$ cat config.mk
export PLATFORM = sky130hd
export DESIGN_NAME = adc_tpat_gen
export DESIGN_NICKNAME = d
export VERILOG_FILES = /design/src/rtl/adc_tpat_gen.sv
export SDC_FILE = /design/constraint.sdc
export NUM_CORES = 1
export LEC_CHECK = 0
export CORE_MARGIN = 5
export CORE_UTILIZATION = 39
export DETAILED_ROUTE_END_ITERATION = 8
export GPL_TIMING_DRIVEN = 1
export PLACE_DENSITY = 0.79
export SKIP_CTS_REPAIR_TIMING = 1
export SLEW_MARGIN = 20
export SYNTH_ARGS = -nofsm -noshare
export SYNTH_HDL_FRONTEND = slang
export SYNTH_SLANG_ARGS = --single-unit
$ cat constraint.sdc
create_clock -name clk -period 1.89 [get_ports clk]
set_clock_uncertainty 0.05 [all_clocks]
set_input_delay 0.189 -clock clk [delete_from_list [all_inputs] [get_ports clk]]
set_output_delay 0.189 -clock clk [all_outputs]
set_load 0.02 [all_outputs]
$ cat src/rtl/adc_tpat_gen.sv
`timescale 1ns/1ps
module adc_tpat_gen #(
  parameter int DW        = 12,
  parameter int FRAME_LEN = 10,
  parameter logic [DW-1:0] W_A     = 12'h010,
  parameter logic [DW-1:0] W_A_DLY = 12'hFEF,
  parameter logic [DW-1:0] W_B     = 12'h008,
  parameter logic [DW-1:0] W_B_DLY = 12'hFF7
) (
  input  logic          clk,
  input  logic          rst_n,
  input  logic          pat_en,
  input  logic          demux_sel,
  input  logic          pwrdn_a,
  input  logic          pwrdn_b,
  input  logic [DW-1:0] live_a,
  input  logic [DW-1:0] live_a_dly,
  input  logic [DW-1:0] live_b,
  input  logic [DW-1:0] live_b_dly,
  input  logic          live_ovr_a,
  input  logic          live_ovr_b,
  output logic [DW-1:0] out_a,
  output logic [DW-1:0] out_a_dly,
  output logic [DW-1:0] out_b,
  output logic [DW-1:0] out_b_dly,
  output logic          ovr_a,
  output logic          ovr_b
);
  localparam int HALF = FRAME_LEN / 2;
  localparam int SW   = $clog2(FRAME_LEN);
  localparam logic [SW-1:0] LAST  = SW'(FRAME_LEN - 1);
  localparam logic [SW-1:0] HALFS = SW'(HALF);

  logic [SW-1:0] step;
  logic          inv;
  logic [SW-1:0] pos;
  logic          flag_pat;

  assign inv      = step >= HALFS;
  assign pos      = inv ? step - HALFS : step;
  assign flag_pat = pos[0];

  logic [DW-1:0] pw_a, pw_a_dly, pw_b, pw_b_dly;
  assign pw_a     = inv ? ~W_A     : W_A;
  assign pw_a_dly = inv ? ~W_A_DLY : W_A_DLY;
  assign pw_b     = inv ? ~W_B     : W_B;
  assign pw_b_dly = inv ? ~W_B_DLY : W_B_DLY;

  always_ff @(posedge clk) begin
    if (!rst_n) begin
      step      <= '0;
      out_a     <= '0;
      out_a_dly <= '0;
      out_b     <= '0;
      out_b_dly <= '0;
      ovr_a     <= 1'b0;
      ovr_b     <= 1'b0;
    end else if (pat_en) begin
      step      <= (step == LAST) ? '0 : step + 1'b1;
      out_a     <= pwrdn_a ? '0 : pw_a;
      out_b     <= pwrdn_b ? '0 : pw_b;
      out_a_dly <= (pwrdn_a || !demux_sel) ? '0 : pw_a_dly;
      out_b_dly <= (pwrdn_b || !demux_sel) ? '0 : pw_b_dly;
      ovr_a     <= !pwrdn_a && flag_pat;
      ovr_b     <= !pwrdn_b && flag_pat;
    end else begin
      step      <= '0;
      out_a     <= live_a;
      out_a_dly <= live_a_dly;
      out_b     <= live_b;
      out_b_dly <= live_b_dly;
      ovr_a     <= live_ovr_a;
      ovr_b     <= live_ovr_b;
    end
  end
endmodule

==> out/qor.csv <==
metric;value;unit
grt_use_total;15.7;%
ys_types;22;
rsz0062_at_grt;no;
fp.dieW;82.2;microns
drtAntennaViolNets;0;
period_share;88.9;%
worst_slew_pin_slew;0.625;ns
timing.max_slew.rel_slack;58.3;%
dp_slack;0.0299;ns
start_kind;flip-flop;
path_clk_slew;0.09;ns
tns;0;ns
grt.overflow.total;0;
cts_tree;built;
required;2.08;ns
yosys_warnings;0;
hold_path_depth;3;
power_density;691;nW/um^2
clockRootBuffer;clkbuf_8;
clk_latency;0.29;ns
worstPathMaxFanout;11;
synth_fp_nets;257;
area_delta_synth_final;58.3;%
period_minus_slack;1.68;ns
layout-drive-gt1-share;6.00;%
io_buffer_count;105;
worst-r2r-cell-count;6;
timing.final.ws_setup;0.211;ns
drt-initial-drc-count;35;
gp_congestion;0.685;
regToRegEndpoint;out_b_dly[9]$_SDFF_PN0_;
maxCapViolCount;0;
grt_max_degree;44;
drv_slew;0;
synth.avg_cell_area;10.3;sq um
grt_pass1_wl;8050;microns
endpoint_kind;flip-flop;
path_buf_inv;1;
ys_ff_latch;54;
fmax;0.595;GHz
grt_antenna_before_repair;0;
peakVddDrop;0.000384;V
switchingPower;520;uW
ys_seq_area_share;53.2;%
drtPass1Iterations;2;
layout.nets;359;
worstSetupStartpoint;step[1]$_SDFF_PP0_;
ioPinCount;106;
netlist_area;2030;sq um
die_h;82.2;microns
crit_type;flip-flop to flip-flop;
min_from;pat_en;
fp.coreArea;5070;sq um
start_util;40.0;%
cts_made_buffers;5;
max_stage_delay;0.38;ns
grt_pass1_vias;1726;
viasPerCell;4.54;
status;completed;
cts_sinks;54;
cp_data_arrival_time;1.87;ns
swShare;23.4;%
vias;1678;
cp_top_family;simple AND/OR/NAND/NOR gates;
slowest_stage;and3_2;
die-area;6750;sq um
remaining_drc_errors;0;
p_clk_share;26.3;%
r2r_start;step[1]$_SDFF_PP0_;
power_frac_comb;19.5;%
setup_viol;0;
p_seq_share;54.3;%
h-tree-depth;2;
totalWireLength;5150;microns
dpl.hpwl;3900;microns
holdCritPathClass;primary input to flip-flop;
routedWlPerCell;13.9;microns
clock_path_buffers;2;
antenna_cells;0;
hold_end;out_a[8]$_SDFF_PN0_;
rows;26;
syn_inst;198;
p_int;1700;uW
r2r_slack;0.21;ns
worstPathCellList;inv_1, ha_1, nand2b_4, a21oi_4, and3_2, o21a_1;
leakage;0.00122;uW
hold_viol;0;
## cell type report
| class | count | area, sq um |
|---|---|---|
| fill | 449 | 1860 |
| sequential | 54 | 1080 |
| timing repair buffer | 110 | 1080 |
| multi-input combinational | 124 | 872 |
| tap | 70 | 87.6 |
| clock buffer | 7 | 76.3 |
| inverter | 5 | 18.8 |
## power groups by stage
stage / Clock [uW] / Combinational [uW] / Sequential, uW
5_1_grt: 663 / 465 / 1210
6_report: 583 / 432 / 1210
3_5_place_dp: 0 / 436 / 1230
3_3_place_gp: 0 / 428 / 1230
2_1_floorplan: 0 / 128 / 1300
4_1_cts: 614 / 438 / 1210
## sequential cells by signal (all words and copies together), names as in the netlist
| name | flops |
|---|---|
| out_b | 12 |
| out_b_dly | 12 |
| step | 4 |
| out_a | 12 |
| out_a_dly | 12 |
| ovr_b | 1 |
| ovr_a | 1 |
## cells by family (layout without fill, tap and decap cells)
logic type                 after synthesis  count (layout)  synth area share, %
buffers and inverters                   20             122                 4.19
adders and majority gates                3               3                 1.85
xor gates and xnor gates                 3               3                 1.29
DFF                                     54              54                 53.2
and+or+nand+nor                         66              66                 19.9
AOI/OAI and AO/OA                       52              52                 19.5
## per-layer routing
metal | vias to the layer above | track usage (%) | wire (microns)
met2 | 60 | 28.2 | 2540
met1 | 766 | 17.9 | 2130
met3 | 7 | 4.88 | 412
met5 | - | 0 | 0
li1 | 845 | - | -
met4 | 0 | 4.49 | 69
## stage by stage
| step | std cells | util, % | total power [uW] | hold WS (ns) | area, sq um |
|---|---|---|---|---|---|
| after floorplan | 198 | - | 1430 | 0.265 | 2030 |
| after global placement | 363 | 61.7 | 1660 | 0.510 | 3130 |
| after detailed placement | 363 | 61.7 | 1670 | 0.542 | 3130 |
| after CTS | 370 | 63.2 | 2260 | 0.259 | 3210 |
| after global routing | 370 | 63.3 | 2340 | 0.288 | 3210 |
| final | 370 | 63.3 | 2220 | 0.262 | 3210 |
## Yosys cell counts
master | count | area [sq um]
a21oi_1 | 2 | 10.0
a21oi_4 | 1 | 16.3
a32o_1 | 2 | 20.0
and2_1 | 2 | 12.5
and2b_1 | 2 | 15.0
and3_1 | 2 | 12.5
buf_2 | 2 | 10.0
buf_4 | 2 | 15.0
clkbuf_1 | 11 | 41.3
dfxtp_1 | 54 | 1080
ha_1 | 3 | 37.5
inv_1 | 5 | 18.8
nand2_1 | 3 | 11.3
nand2b_4 | 1 | 13.8
nand3_1 | 1 | 5.00
nor2_1 | 4 | 15.0
nor2b_1 | 51 | 319
o211ai_1 | 1 | 7.51
o21a_1 | 44 | 330
o22ai_1 | 2 | 12.5
xnor2_1 | 2 | 17.5
xor2_1 | 1 | 8.76
## cell usage in the layout, fill, tap and decap left out, types with 3 or more instances in the layout
master and n:
nor2_1 4, clkdlybuf4s50_1 103, clkbuf_8 5, ha_1 3
buf_4 5, nor2b_1 49, dfxtp_1 54, o21a_1 44
nand2_1 3, inv_1 5
## worst max-delay path by stage
stage	to	slack (ns)	depth (start not counted)
6_report	out_b_dly[9]$_SDFF_PN0_	0.21	6
5_1_grt	out_a_dly[7]$_SDFF_PN0_	0.09	6
4_1_cts	out_a[1]$_SDFF_PN0_	0.02	6
3_5_place_dp	out_a[11]$_SDFF_PN0_	0.03	6
3_3_place_gp	out_a[6]$_SDFF_PN0_	0.12	6
2_1_floorplan	out_a[0]$_SDFF_PN0_	0.39	7
## worst min-delay path, cell delays in order
cell and delay (ns):
buf_2 0.16, nor2b_1 0.12, o21a_1 0.11
No activity file was read; power rests on OpenSTA's default activity.
